## src/rtl/divRemPkg.sv

```systemverilog
package divRemPkg;
  localparam int OP_W = 3;
  localparam int OP_REM_BIT = 0;
  localparam int OP_UNS_BIT = 1;
  localparam int OP_DBL_BIT = 2;

  typedef enum logic [1:0] {
    S_IDLE = 2'd0,
    S_RUN  = 2'd1,
    S_FIX  = 2'd2
  } divStateT;

  typedef struct packed {
    logic load;
    logic step;
    logic fix;
  } divCtrlT;
endpackage

```

## src/rtl/divRemDatapath.sv

```systemverilog
module divRemDatapath
  import divRemPkg::*;
#(
  parameter int XLEN = 64,
  parameter int WLEN = 32
) (
  input  logic            clk,
  input  logic            rstN,
  input  divCtrlT         ctrl,
  input  logic [OP_W-1:0] op,
  input  logic [XLEN-1:0] dividend,
  input  logic [XLEN-1:0] divisor,
  output logic [XLEN-1:0] result
);
  localparam int HALF = XLEN - WLEN;
  localparam logic [XLEN-1:0] MOST_NEG = {1'b1, {(XLEN-1){1'b0}}};

  function automatic logic [XLEN-1:0] widen(input logic [WLEN-1:0] v, input logic sgn);
    return sgn ? {{HALF{v[WLEN-1]}}, v} : {{HALF{1'b0}}, v};
  endfunction

  logic isWordIn, isUnsIn, minCase, aNeg, bNeg;
  logic [XLEN-1:0] aExt, bExt, bEff, aMag, bMag;
  logic [XLEN-1:0] remReg, quoReg, dvsrReg;
  logic negQ, negR, remSel, wordSel;
  logic [XLEN:0] shifted, diff;
  logic [XLEN-1:0] qFix, rFix, pick, fixed;

  // operand conditioning at launch
  always_comb begin
    isWordIn = !op[OP_DBL_BIT];
    isUnsIn  = op[OP_UNS_BIT];
    aExt = isWordIn ? widen(dividend[WLEN-1:0], !isUnsIn) : dividend;
    bExt = isWordIn ? widen(divisor[WLEN-1:0], !isUnsIn) : divisor;
    minCase = !isUnsIn && !isWordIn && (aExt == MOST_NEG) && (bExt == '1);
    bEff = ((bExt == '0) || minCase) ? XLEN'(1) : bExt;
    aNeg = !isUnsIn && aExt[XLEN-1];
    bNeg = !isUnsIn && bEff[XLEN-1];
    aMag = aNeg ? -aExt : aExt;
    bMag = bNeg ? -bEff : bEff;
  end

  // one restoring step and the final sign repair
  always_comb begin
    shifted = {remReg, quoReg[XLEN-1]};
    diff    = shifted - {1'b0, dvsrReg};
    qFix    = negQ ? -quoReg : quoReg;
    rFix    = negR ? -remReg : remReg;
    pick    = remSel ? rFix : qFix;
    fixed   = wordSel ? widen(pick[WLEN-1:0], 1'b1) : pick;
  end

  always_ff @(posedge clk or negedge rstN) begin
    if (!rstN) begin
      remReg  <= '0;
      quoReg  <= '0;
      dvsrReg <= '0;
      negQ    <= 1'b0;
      negR    <= 1'b0;
      remSel  <= 1'b0;
      wordSel <= 1'b0;
      result  <= '0;
    end else begin
      if (ctrl.load) begin
        remReg  <= '0;
        quoReg  <= isWordIn ? (aMag << HALF) : aMag;
        dvsrReg <= bMag;
        negQ    <= aNeg ^ bNeg;
        negR    <= aNeg;
        remSel  <= op[OP_REM_BIT];
        wordSel <= isWordIn;
      end
      if (ctrl.step) begin
        remReg <= diff[XLEN] ? shifted[XLEN-1:0] : diff[XLEN-1:0];
        quoReg <= {quoReg[XLEN-2:0], ~diff[XLEN]};
      end
      if (ctrl.fix) result <= fixed;
    end
  end
endmodule

```

## src/rtl/divRemControl.sv

```systemverilog
module divRemControl
  import divRemPkg::*;
#(
  parameter int XLEN = 64,
  parameter int WLEN = 32
) (
  input  logic    clk,
  input  logic    rstN,
  input  logic    start,
  input  logic    opDouble,
  output divCtrlT ctrl,
  output logic    busy,
  output logic    done
);
  localparam int CNTW = $clog2(XLEN + 1);

  divStateT state;
  logic [CNTW-1:0] stepsLeft;

  always_comb begin
    ctrl.load = (state == S_IDLE) && start;
    ctrl.step = (state == S_RUN);
    ctrl.fix  = (state == S_FIX);
    busy      = (state != S_IDLE);
  end

  always_ff @(posedge clk or negedge rstN) begin
    if (!rstN) begin
      state     <= S_IDLE;
      stepsLeft <= '0;
      done      <= 1'b0;
    end else begin
      done <= (state == S_FIX);
      case (state)
        S_IDLE: if (start) begin
          state     <= S_RUN;
          stepsLeft <= opDouble ? CNTW'(XLEN) : CNTW'(WLEN);
        end
        S_RUN: begin
          stepsLeft <= stepsLeft - 1'b1;
          if (stepsLeft == CNTW'(1)) state <= S_FIX;
        end
        S_FIX:   state <= S_IDLE;
        default: state <= S_IDLE;
      endcase
    end
  end
endmodule

```

## src/rtl/divRemUnit.sv

```systemverilog
module divRemUnit
  import divRemPkg::*;
#(
  parameter int XLEN = 64,
  parameter int WLEN = 32
) (
  input  logic            clk,
  input  logic            rstN,
  input  logic            start,
  input  logic [2:0]      op,
  input  logic [XLEN-1:0] dividend,
  input  logic [XLEN-1:0] divisor,
  output logic            busy,
  output logic            done,
  output logic [XLEN-1:0] result
);
  divCtrlT ctrl;

  divRemControl #(.XLEN(XLEN), .WLEN(WLEN)) uControl (
    .clk(clk), .rstN(rstN), .start(start), .opDouble(op[OP_DBL_BIT]),
    .ctrl(ctrl), .busy(busy), .done(done)
  );

  divRemDatapath #(.XLEN(XLEN), .WLEN(WLEN)) uDatapath (
    .clk(clk), .rstN(rstN), .ctrl(ctrl), .op(op),
    .dividend(dividend), .divisor(divisor), .result(result)
  );
endmodule

```

## config.mk

```make
export PLATFORM = sky130hd
export DESIGN_NAME = divRemUnit
export DESIGN_NICKNAME = d
export VERILOG_FILES = /design/src/rtl/divRemPkg.sv /design/src/rtl/divRemDatapath.sv /design/src/rtl/divRemControl.sv /design/src/rtl/divRemUnit.sv
export SDC_FILE = /design/constraint.sdc
export NUM_CORES = 1
export LEC_CHECK = 0
export ABC_AREA = 1
export ABC_CLOCK_PERIOD_IN_PS = 8700
export BUFFER_PORTS_ARGS = -buffer_cell sky130_fd_sc_hd__buf_2
export CORE_UTILIZATION = 50
export CTS_BUF_LIST = sky130_fd_sc_hd__clkbuf_4 sky130_fd_sc_hd__clkbuf_8 sky130_fd_sc_hd__clkbuf_16
export DETAILED_ROUTE_END_ITERATION = 8
export GPL_TIMING_DRIVEN = 1
export PLACE_DENSITY = 0.74
export SETUP_SLACK_MARGIN = 0.4
export SYNTH_ARGS = -nofsm -noshare
export SYNTH_HDL_FRONTEND = slang
export SYNTH_SLANG_ARGS = --single-unit
export TNS_END_PERCENT = 100
```

## constraint.sdc

```tcl
create_clock -name clk -period 8.7 [get_ports clk]
set_clock_uncertainty 0.1 [all_clocks]
set_input_delay 1.305 -clock clk [delete_from_list [all_inputs] [get_ports clk]]
set_output_delay 1.305 -clock clk [all_outputs]
set_load 0.05 [all_outputs]
```

**Word-level counts from Yosys, hierarchy flattened**

Cells that the tools add are included.

- Logic and storage cells: 65
- Bits of input ports: 134
- Bits in registers: 270
- Output and inout port bits: 66

- Multiplexer cells: 23
- Add/sub/neg operators: 6
- Eq/ne operators: 7
- Reduce and logical (&&, ||, !) cells: 16
- Bitwise gates (word level): 2

Operator list:

| operator | count |
|---|---|
| $mux W64 | 17 |
| $neg A64 Y64 | 4 |
| $eq A64 B64 Y1 const B | 2 |
| $sub A65 B64 Y65 | 1 |
| $logic_not A64 Y1 | 1 |
| $mux W7 | 2 |
| $pmux W7 S2 | 1 |
| $eq A7 B1 Y1 const B | 1 |
| $sub A7 B1 Y7 const B | 1 |
| $logic_and A1 B1 Y1 | 6 |
| $reduce_bool A2 Y1 | 3 |
| $mux W2 | 2 |
| $pmux W2 S2 | 1 |
| $reduce_and A2 Y1 | 2 |
| $eq A2 B1 Y1 const B | 1 |
| $eq A2 B2 Y1 const B | 1 |
| $logic_not A1 Y1 | 2 |
| $logic_not A2 Y1 | 1 |
| $ne A2 B1 Y1 const B | 1 |
| $ne A2 B2 Y1 const B | 1 |
| $logic_or A1 B1 Y1 | 1 |
| $not A1 Y1 | 1 |
| $xor A1 B1 Y1 | 1 |

**Logic depth before layout (Yosys ltp)**

Gate-level depths: netlist (run 1).

- Word-level depth: 9
- Depth in mapped cells: 27
- Mapped depth without buffers: 22

**Modules after synthesis**

From an unflattened synthesis (run 1), not the netlist that was laid out.

- Cell total of the unflattened synthesis: 4,151
- Area total of the unflattened synthesis: 25,469.4 µm²

Modules (own cells, without submodules):

| module | seq. area each (µm²) | cells an instance | instances | area each (µm²) |
|---|---|---|---|---|
| divRemDatapath | 6,506.2 | 4,088 | 1 | 24,942.7 |
| divRemControl | 250.2 | 63 | 1 | 526.8 |

**Least setup slack after synthesis (run 1)**

No wires, ideal clock.

- Kind: input to register
- From: input dividend[1]
- To: register uDatapath.dvsrReg[52]
- Arrival time: 4.203 ns
- Buffers on the path: 3
- Library setup time: 0.118 ns
- Cell stages on the path: 25
- Data required time: 8.482 ns
- Path slack: 4.279 ns
- Cells stage by stage: inv_1 ha_1 nand3_1 nor2_1 nand3_1 nor2_1 nand2_1 nor2_2 nand3_2 nand2_4 inv_2 buf_6 buf_2 buf_2 nand2_1 ha_1 nand2_1 nor2_4 nand2_1 nand2_2 nand2_2 nor2_2 nand3_1 nand3_1 nand2_1

- Longest elaborated chain between the ends: 9
- Elaborated cells on any way between the ends: 10
- Classes of those cells: add/sub: 1; eq/ne: 1; mux: 4; reduce/logical: 4

RTL lines:

| what | RTL line | source |
|---|---|---|
| start: declaration | divRemUnit.sv:11 | `input logic [XLEN-1:0] dividend,` |
| $mux W64 | divRemDatapath.sv:19 | `return sgn ? {{HALF{v[WLEN-1]}}, v} : {{HALF{1'b0}}, v};` |
| $mux W64 (*) | divRemDatapath.sv:33 | `aExt = isWordIn ? widen(dividend[WLEN-1:0], !isUnsIn) : dividend;` |
| $eq A64 B64 Y1 (*) | divRemDatapath.sv:35 | `minCase = !isUnsIn && !isWordIn && (aExt == MOST_NEG) && (bExt == '1);` |
| $logic_and A1 B1 Y1 (*) (2 in series) | divRemDatapath.sv:35 |  |
| $logic_or A1 B1 Y1 (*) | divRemDatapath.sv:36 | `bEff = ((bExt == '0) \|\| minCase) ? XLEN'(1) : bExt;` |
| $mux W64 (*) | divRemDatapath.sv:36 |  |
| $neg A64 Y64 / $logic_and A1 B1 Y1 (equally long branches) | divRemDatapath.sv:40, divRemDatapath.sv:38 |  |
| $mux W64 (*) | divRemDatapath.sv:40 | `bMag = bNeg ? -bEff : bEff;` |
| end signal: assignment | divRemDatapath.sv:67 | `dvsrReg <= bMag;` |
| end: declaration | divRemDatapath.sv:24 | `logic [XLEN-1:0] remReg, quoReg, dvsrReg;` |

Every way passes the cells marked *; elsewhere a longest branch is shown, timed or not.
A chain may end at the register's enable or synchronous reset.

**Final worst setup path (run 1)**

- From: input op[2]
- To: register uDatapath.dvsrReg[34]

- Longest elaborated chain between the ends: 8
- Elaborated cells on any way between the ends: 13
- Classes of those cells: add/sub: 1; eq/ne: 2; mux: 4; reduce/logical: 6

RTL lines:

| what | RTL line | source |
|---|---|---|
| start: declaration | divRemUnit.sv:10 | `input logic [2:0] op,` |
| $mux W64 | divRemDatapath.sv:33 |  |
| $eq A64 B64 Y1 | divRemDatapath.sv:35 |  |
| $logic_and A1 B1 Y1 (2 in series) | divRemDatapath.sv:35 |  |
| $logic_or A1 B1 Y1 | divRemDatapath.sv:36 |  |
| $mux W64 (*) | divRemDatapath.sv:36 |  |
| $neg A64 Y64 / $logic_and A1 B1 Y1 (equally long branches) | divRemDatapath.sv:40, divRemDatapath.sv:38 |  |
| $mux W64 (*) | divRemDatapath.sv:40 |  |

Marked as above.

==> results.txt, run 1 <==
----------------------------------------------------
[Placement]
  RD Place Congestion ... 1.03
  DP Cell Count ... 4767
  Input/output buffers ... 199
  Worst-case setup slack after placement ... 2510 ps
  Cell Area, Placed ... 26500 um^2
  DPL Wire Length ... 79300 um

[Finish]
  Synthesis-to-layout area growth ... 9.98%
  Area used by sequential logic in the layout ... 6760 um^2
  End-of-flow core utilization ... 0.562
  Number of diodes added for antenna fixing ... 0
  Number of nets at the end of the flow ... 4341
  Fill count ... 5095
  Total non-filler cell area in the finished layout ... 27700 um^2
  Share of cells above drive strength 1 ... 0.0856
  Commonest non-fill, non-tap cells in the layout ... 968 x sky130_fd_sc_hd__nand2_1, 494 x sky130_fd_sc_hd__inv_1, 489 x sky130_fd_sc_hd__nor2_1, 378 x sky130_fd_sc_hd__o21ai_0
  Area of the multi-input gates ... 15900 um^2
  Filler-free cell count of the finished design ... 4824
  Most common library cell in the layout ignoring fill and taps ... sky130_fd_sc_hd__nand2_1

[Drt]
  Routed vias/inst ... 5.97
  Routed wire length ... 101000 um
  Number of iterations in the first detailed-routing pass ... 6
  Remaining antenna violation count ... 0
  Final routed wire length divided by cell count ... 20.9 um
  DRT iter0 DRCs ... 3502
  Via count ... 28.8k
  Post-route DRC violation count ... 0

[Die]
  Die width ... 226 um
  Core Box Area ... 49300 um^2
  Area enclosed by the die boundary ... 51200 um^2
  Placement Rows ... 81
  I/O pin count ... 200
  Die extent in y ... 226 um
  Effective utilization at floorplan ... 0.511

[Critical path]
  Type of the worst setup path ... in -> reg
  Data arrival time of the critical path ... 6120 ps
  Setup slack on the worst flop-to-flop path ... 3790 ps
  Register-to-Register Path Depth ... 18
  Sort of element at the end of the critical path ... register
  Highest fanout seen on the critical path ... 71
  Worst r2r dst ... uDatapath.remReg[0]$_DFFE_PN0P_
  Launch instance of the worst register-to-register path ... uDatapath.quoReg[63]$_DFFE_PN0P_
  Startpoint of the most critical setup path ... op[2]
  Required @ worst endpoint ... 9040 ps
  Category of the worst setup path launch point ... input pin

[CTS]
  Number of hold-repair buffers added at the cts stage ... 0
  Post_cts resized ... 0
  Maximum clock path buffer count ... 3
  CTS root buf ... sky130_fd_sc_hd__clkbuf_16
  Clock-pin slew on the worst setup and hold paths ... 60 ps
  Number of setup buffers added after CTS ... 0
  CTS tree ... yes
  Insertion delay of the later-clocked pin in the worst-skew pair ... 610 ps
  Clk sink count ... 270
  Total CTS buffers ... 31
  Level count of the clock H-tree ... 1

[Timing]
  Number of pins with negative max-slew slack in the final report ... 0
  Maximum frequency from static timing analysis ... 173 MHz
  Max-slew headroom ... 0.189
  Hold Slack ... 387 ps
  Final setup violation count ... 0
  Unrepaired setup endpoints after global routing ... no
  Final worst slack ... 2920 ps
  Final cycle utilization of the critical path ... 0.664
  Least-Margin Pin Slew ... 1220 ps
  Post-layout minimum cycle time ... 5780 ps
  Total Neg Setup Slack ... 0 ps
  Number of failing hold endpoints at the final stage ... 0

[Logic synthesis]
  Post-synth EDFFs ... 0
  Ys async rst share ... 1.00
  Post-Synthesis Cells ... 4037
  Cell type with the highest aggregate area in the netlist ... sky130_fd_sc_hd__dfrtp_1
  Portion of the post-synthesis area used by sequential elements ... 0.268
  Main flop type after synthesis ... sky130_fd_sc_hd__dfrtp_1
  Average instance area after synthesis ... 6.23 um^2
  Cell area after technology mapping ... 25200 um^2
  Flops & latches, synth ... 270
  Count of cell types in the netlist ... 59
  Mapped Nets ... 4242
  Proportion of netlist area held by the largest area contributor ... 0.268
  Yosys warns ... 0
  Biggest area contributors in the synthesized netlist ... sky130_fd_sc_hd__dfrtp_1 27%, sky130_fd_sc_hd__nand2_1 14%, sky130_fd_sc_hd__o21ai_0 7.5%

[Global route]
  GRT Overall Usage ... 0.388
  Antenna violations before repair ... 2
  Number of global-route vias before repair ... 25.8k
  First-pass GRT wire length ... 152000 um
  Largest net degree at the start of global routing ... 102
  Total global routing overflow ... 0

[Min path]
  Hold Path Sink ... uDatapath.dvsrReg[57]$_DFFE_PN0P_
  Hold Crit Start ... uDatapath.dvsrReg[57]$_DFFE_PN0P_
  Hold crit path type ... reg -> reg
  Cells on Worst Hold Path ... 2

[Run status]
  Result of the run ... finished, final reports clean

[Pwr]
  Worst vdd ir ... 0.000125 V
  PwrDens ... 114 nW/um^2
  Leakage power total ... 13.5 nW
  Tot Pwr ... 3.15 mW

[Flow run]
  Number of max-cap violations ... 0

----------------------------------------------------
==> cells in the mapped netlist (4+ instances only) <==
library cell and instances:
sky130_fd_sc_hd__buf_2 34, sky130_fd_sc_hd__a221oi_1 9, sky130_fd_sc_hd__a21oi_1 240, sky130_fd_sc_hd__o21ai_0 378
sky130_fd_sc_hd__or2_2 11, sky130_fd_sc_hd__o311ai_0 8, sky130_fd_sc_hd__o211ai_2 12, sky130_fd_sc_hd__nor2_1 492
sky130_fd_sc_hd__o21bai_1 17, sky130_fd_sc_hd__dfrtp_1 270, sky130_fd_sc_hd__buf_4 4, sky130_fd_sc_hd__buf_6 6
sky130_fd_sc_hd__o31ai_1 12, sky130_fd_sc_hd__nor4_1 36, sky130_fd_sc_hd__nand2_2 11, sky130_fd_sc_hd__buf_1 23
sky130_fd_sc_hd__clkinv_1 7, sky130_fd_sc_hd__a22oi_1 34, sky130_fd_sc_hd__o21ai_1 28, sky130_fd_sc_hd__o41ai_1 13
sky130_fd_sc_hd__nand4_1 61, sky130_fd_sc_hd__o22ai_1 11, sky130_fd_sc_hd__clkbuf_1 91, sky130_fd_sc_hd__nand3b_1 9
sky130_fd_sc_hd__nor3_2 4, sky130_fd_sc_hd__a21boi_0 9, sky130_fd_sc_hd__inv_1 495, sky130_fd_sc_hd__ha_1 70
sky130_fd_sc_hd__o21a_1 7, sky130_fd_sc_hd__o211ai_1 75, sky130_fd_sc_hd__nand3_1 269, sky130_fd_sc_hd__xor2_1 88
sky130_fd_sc_hd__nor3_1 73, sky130_fd_sc_hd__a31oi_1 49, sky130_fd_sc_hd__nand2_1 969, sky130_fd_sc_hd__o221ai_1 22
sky130_fd_sc_hd__a21o_1 8, sky130_fd_sc_hd__xnor2_1 37, sky130_fd_sc_hd__nor2_2 11
==> layout make-up <==
| type | count | area share |
|---|---|---|
| inverter | 505 | 0.0685 |
| multi-input combinational | 3103 | 0.573 |
| sequential | 270 | 0.244 |
| clock buffer | 42 | 0.0328 |
| tap | 664 | 0.0300 |
| clock inverter | 15 | 0.00796 |
| timing repair buffer | 225 | 0.0434 |
==> per-layer routing <==
| layer | vias to the layer above | wire [um] | GRT usage |
|---|---|---|---|
| li1 | 13700 | - | - |
| met5 | - | 18 | 0 |
| met1 | 13300 | 43000 | 0.543 |
| met3 | 239 | 10600 | 0.0864 |
| met4 | 2 | 4840 | 0.170 |
| met2 | 1565 | 42500 | 0.570 |
==> logic make-up after synthesis <==
kind of cell | synth area share
simple gates | 0.328
compound gates | 0.220
buf+inv | 0.104
flops | 0.268
xor+xnor | 0.0435
fa+ha+maj | 0.0356
mux | 0.000398
==> worst max path at each step <==
stage	endpoint	slack (ps)	depth (start not counted)
2_1_floorplan	uDatapath.dvsrReg[52]$_DFFE_PN0P_	4280	25
3_3_place_gp	uDatapath.dvsrReg[36]$_DFFE_PN0P_	2620	22
3_5_place_dp	uDatapath.dvsrReg[36]$_DFFE_PN0P_	2510	22
4_1_cts	uDatapath.dvsrReg[36]$_DFFE_PN0P_	3090	22
5_1_grt	uDatapath.dvsrReg[18]$_DFFE_PN0P_	2470	22
6_report	uDatapath.dvsrReg[34]$_DFFE_PN0P_	2920	22
==> critical path, stage by stage <==
cell and delay, ps:
sky130_fd_sc_hd__buf_2 900, sky130_fd_sc_hd__nor2_4 100, sky130_fd_sc_hd__nand2_4 410, sky130_fd_sc_hd__nand2_1 220
sky130_fd_sc_hd__nand3_1 150, sky130_fd_sc_hd__nor2_1 60, sky130_fd_sc_hd__nand2_1 80, sky130_fd_sc_hd__nor2_1 60
sky130_fd_sc_hd__nand3_2 70, sky130_fd_sc_hd__buf_4 380, sky130_fd_sc_hd__nand2_4 370, sky130_fd_sc_hd__inv_2 600
sky130_fd_sc_hd__nand2_1 170, sky130_fd_sc_hd__ha_1 240, sky130_fd_sc_hd__nand2_1 130, sky130_fd_sc_hd__nor2_4 70
sky130_fd_sc_hd__nand3_1 90, sky130_fd_sc_hd__nand2_1 240, sky130_fd_sc_hd__nand2_1 160, sky130_fd_sc_hd__nand3_1 80
sky130_fd_sc_hd__nand3_1 80, sky130_fd_sc_hd__o21ai_1 70
==> flip-flops by register name, indices dropped and copies added, names as in the netlist, 2 cells and up <==
signal / flops
uDatapath.quoReg: 64
uDatapath.result: 64
uDatapath.dvsrReg: 64
uDatapath.remReg: 64
uControl.state: 2
uControl.stepsLeft: 7
==> report_power, final <==
group	switching (mW)	internal (mW)
sequential	0.00714	1.26
combinational	0.303	0.127
clock	0.578	0.879
Power figures use the tool's default switching activity.
==> inputs of run 2 (changes only) <==
--- a/config.mk
+++ b/config.mk
@@ -6,13 +6,13 @@
 export NUM_CORES = 1
 export LEC_CHECK = 0
 export ABC_AREA = 1
-export ABC_CLOCK_PERIOD_IN_PS = 8700
+export ABC_CLOCK_PERIOD_IN_PS = 5300
 export BUFFER_PORTS_ARGS = -buffer_cell sky130_fd_sc_hd__buf_2
 export CORE_UTILIZATION = 50
 export CTS_BUF_LIST = sky130_fd_sc_hd__clkbuf_4 sky130_fd_sc_hd__clkbuf_8 sky130_fd_sc_hd__clkbuf_16
 export DETAILED_ROUTE_END_ITERATION = 8
 export GPL_TIMING_DRIVEN = 1
-export PLACE_DENSITY = 0.74
+export PLACE_DENSITY = 0.77
 export SETUP_SLACK_MARGIN = 0.4
 export SYNTH_ARGS = -nofsm -noshare
 export SYNTH_HDL_FRONTEND = slang
==> constraint.sdc (replaced) <==
create_clock -name clk -period 5.3 [get_ports clk]
set_clock_uncertainty 0.1 [all_clocks]
set_input_delay 0.795 -clock clk [delete_from_list [all_inputs] [get_ports clk]]
set_output_delay 0.795 -clock clk [all_outputs]
set_load 0.05 [all_outputs]
==> run 2 against run 1 <==
- die area unchanged
- global-route usage about the same
- routed wire length up 0.40%
- combinational power up 69%
- worst hold slack worse by 230 ps
- via count up 0.89%
- final cell count up 0.27%
- cell area up 0.14%
- critical path depth down 3
- sequential power up 64%
- clock power up 59%
- largest cell class unchanged
- largest power group unchanged
==> results.txt, run 2 (synthesis gave the netlist of run 1 again) <==
----------------------------------------------------
[Run status]
  Result of the run ... finished, final reports clean (unchanged)

[Drt]
  Post-route DRC violation count ... 0 (unchanged)
  Routed vias/inst ... 6.00 (was 5.97)
  Routed wire length ... 101000 um (about the same)
  Remaining antenna violation count ... 0 (unchanged)
  Via count ... 29.0k (was 28.8k)
  Final routed wire length divided by cell count ... 21.0 um (was 20.9 um)
  DRT iter0 DRCs ... 3557 (was 3502)
  Number of iterations in the first detailed-routing pass ... 6 (unchanged)

[Critical path]
  Total number of cells along the worst setup path ... 19 (was 22)
  Data arrival time of the critical path ... 4830 ps (was 6120 ps)
  Launch instance of the worst register-to-register path ... uDatapath.quoReg[63]$_DFFE_PN0P_ (unchanged)
  Capturing element of the worst setup path ... uDatapath.remReg[17]$_DFFE_PN0P_ (was uDatapath.dvsrReg[34]$_DFFE_PN0P_)
  Total buffers and inverters traversed by the critical path ... 3 (unchanged)
  Category of the worst setup path launch point ... register (was input pin)
  Required @ worst endpoint ... 5650 ps (was 9040 ps)
  Type of the worst setup path ... reg -> reg (was in -> reg)
  Sort of element at the end of the critical path ... register (unchanged)
  Setup slack on the worst flop-to-flop path ... 820 ps (was 3790 ps)
  Startpoint of the most critical setup path ... uDatapath.quoReg[63]$_DFFE_PN0P_ (was op[2])
  Slowest cell delay on critical path ... 720 ps (was 900 ps)
  Register-to-Register Path Depth ... 19 (was 18)
  Critical Path Slowest Stage Cell ... sky130_fd_sc_hd__buf_4 (was sky130_fd_sc_hd__buf_2)
  Critical-path cell list ... inv_1 > ha_1 > inv_1 > fa_1 > nand3_1 > nand2_1 > nand2_1 > nand3_1 > nand3_1 > nand2_1 > nand3_1 > nand3_1 > nand3_1 > nand3_1 > xor2_4 > buf_4 > nand2_1 > o211ai_1 > o21ai_0 (was buf_2 > nor2_4 > nand2_4 > nand2_1 > nand3_1 > nor2_1 > nand2_1 > nor2_1 > nand3_2 > buf_4 > nand2_4 > inv_2 > nand2_1 > ha_1 > nand2_1 > nor2_4 > nand3_1 > nand2_1 > nand2_1 > nand3_1 > nand3_1 > o21ai_1)
  Worst r2r dst ... uDatapath.remReg[17]$_DFFE_PN0P_ (was uDatapath.remReg[0]$_DFFE_PN0P_)
  Cell occurring most often along the worst timing path ... sky130_fd_sc_hd__nand3_1 (was sky130_fd_sc_hd__nand2_1)
  Top cell family by delay on the critical path ... simple AND/OR/NAND/NOR gates (unchanged)
  Highest fanout seen on the critical path ... 101 (was 71)

[Global route]
  Total global routing overflow ... 0 (unchanged)
  Number of global-route vias before repair ... 25.8k (about the same)
  GRT Overall Usage ... 0.388 (about the same)
  Largest net degree at the start of global routing ... 113 (was 102)
  First-pass GRT wire length ... 152000 um (about the same)
  Antenna violations before repair ... 2 (unchanged)

[Finish]
  Synthesis-to-layout area growth ... 10.1% (was 9.98%)
  Filler-free cell count of the finished design ... 4837 (was 4824)
  Number of nets at the end of the flow ... 4349 (was 4341)
  Most common library cell in the layout ignoring fill and taps ... sky130_fd_sc_hd__nand2_1 (unchanged)
  Share of cells above drive strength 1 ... 0.0876 (was 0.0856)
  Fill count ... 5084 (was 5095)
  Commonest non-fill, non-tap cells in the layout ... 968 x sky130_fd_sc_hd__nand2_1, 494 x sky130_fd_sc_hd__inv_1, 489 x sky130_fd_sc_hd__nor2_1, 378 x sky130_fd_sc_hd__o21ai_0 (unchanged)
  Total non-filler cell area in the finished layout ... 27700 um^2 (about the same)
  End-of-flow core utilization ... 0.563 (was 0.562)

[Die]
  Core Box Area ... 49300 um^2 (unchanged)
  Die extent in y ... 226 um (unchanged)
  I/O pin count ... 200 (unchanged)
  Area enclosed by the die boundary ... 51200 um^2 (unchanged)
  Die width ... 226 um (unchanged)
  Effective utilization at floorplan ... 0.511 (unchanged)
  Placement Rows ... 81 (unchanged)

[Timing]
  Number of pins with negative max-slew slack in the final report ... 0 (unchanged)
  Hold Slack ... 153 ps (was 387 ps)
  Max-slew headroom ... 0.219 (was 0.189)
  Final setup violation count ... 0 (unchanged)
  Number of failing hold endpoints at the final stage ... 0 (unchanged)
  Post-layout minimum cycle time ... 4480 ps
  Final worst slack ... 819 ps (was 2920 ps)
  Least-Margin Pin Slew ... 1170 ps (was 1220 ps)
  Maximum frequency from static timing analysis ... 223 MHz
  Total Neg Setup Slack ... 0 ps (unchanged)
  Unrepaired setup endpoints after global routing ... no (unchanged)
  Final cycle utilization of the critical path ... 0.846

[Placement]
  Cell Area, Placed ... 26600 um^2 (was 26500 um^2)
  RD Place Congestion ... 1.04 (was 1.03)
  Input/output buffers ... 199 (unchanged)
  DPL Wire Length ... 79700 um (was 79300 um)
  DP Cell Count ... 4775 (was 4767)
  Worst-case setup slack after placement ... 781 ps (was 2510 ps)

[Pwr]
  Tot Pwr ... 5.13 mW (was 3.15 mW)
  PwrDens ... 185 nW/um^2 (was 114 nW/um^2)
  Leakage power total ... 13.5 nW (about the same)
  Worst vdd ir ... 0.000245 V (was 0.000125 V)

[CTS]
  Maximum clock path buffer count ... 3 (unchanged)
  Clock-pin slew on the worst setup and hold paths ... 60 ps (about the same)
  CTS tree ... yes (unchanged)
  Insertion delay of the later-clocked pin in the worst-skew pair ... 630 ps (was 610 ps)
  Number of setup buffers added after CTS ... 0 (unchanged)
  Total CTS buffers ... 31 (unchanged)
  Post_cts resized ... 0 (unchanged)
  Number of hold-repair buffers added at the cts stage ... 0 (unchanged)
  Clk sink count ... 270 (unchanged)
  Level count of the clock H-tree ... 1 (unchanged)
  CTS root buf ... sky130_fd_sc_hd__clkbuf_16 (unchanged)

[Flow run]
  Number of max-cap violations ... 0 (unchanged)

[Min path]
  Hold crit path type ... in -> async (was reg -> reg)

----------------------------------------------------
-- run 2: how the worst min path moves through the flow --
stage | depth (start not counted) | endpoint | slack (ps) | startpoint
after global placement | 2 | uDatapath.result[19]$_DFFE_PN0P_ | 360 | uDatapath.result[19]$_DFFE_PN0P_
after global routing | 1 | uDatapath.dvsrReg[3]$_DFFE_PN0P_ | 240 | rstN
after floorplan | 2 | uDatapath.dvsrReg[38]$_DFFE_PN0P_ | 350 | uDatapath.dvsrReg[38]$_DFFE_PN0P_
after CTS | 1 | uDatapath.dvsrReg[3]$_DFFE_PN0P_ | 200 | rstN
final | 1 | uDatapath.dvsrReg[3]$_DFFE_PN0P_ | 150 | rstN
after detailed placement | 2 | uDatapath.dvsrReg[44]$_DFFE_PN0P_ | 370 | uDatapath.dvsrReg[44]$_DFFE_PN0P_
-- run 2: worst reg2reg max path, delay by kind of cell, from the launching register on --
family,cells,cell delay (ps)
buf+inv,3,960
flops,1,370
simple gates,11,1670
xor+xnor,1,210
fa+ha+maj,2,740
compound gates,2,260
-- run 2: layout make-up --
type                            instances  area (um^2)  share of cell area
Multi-Input combinational cell       3103        15900               0.572
Sequential cell                       270         6760               0.244
Inverter                              505         1900              0.0684
Timing Repair Buffer                  233         1270              0.0460
Clock buffer                           38          847              0.0306
Tap cell                              664          831              0.0300
Clock inverter                         20          245             0.00885
Antenna cell                            4         10.0            0.000361
-- run 2: power by group --
group	leakage [nW]	total (mW)	internal (mW)	switching, mW
clock network	0.538	2.32	1.34	0.980
registers	3.42	2.08	2.07	0.0120
logic	9.58	0.725	0.211	0.514
total	13.5	5.13	3.62	1.51
-- run 2: layer usage --
metal,vias to the layer above,part of all wire,GRT usage
li1,13700,-,-
met1,13400,0.42,0.538
met2,1654,0.42,0.575
met3,251,0.11,0.0871
met4,2,0.048,0.167
met5,-,0.00013,0
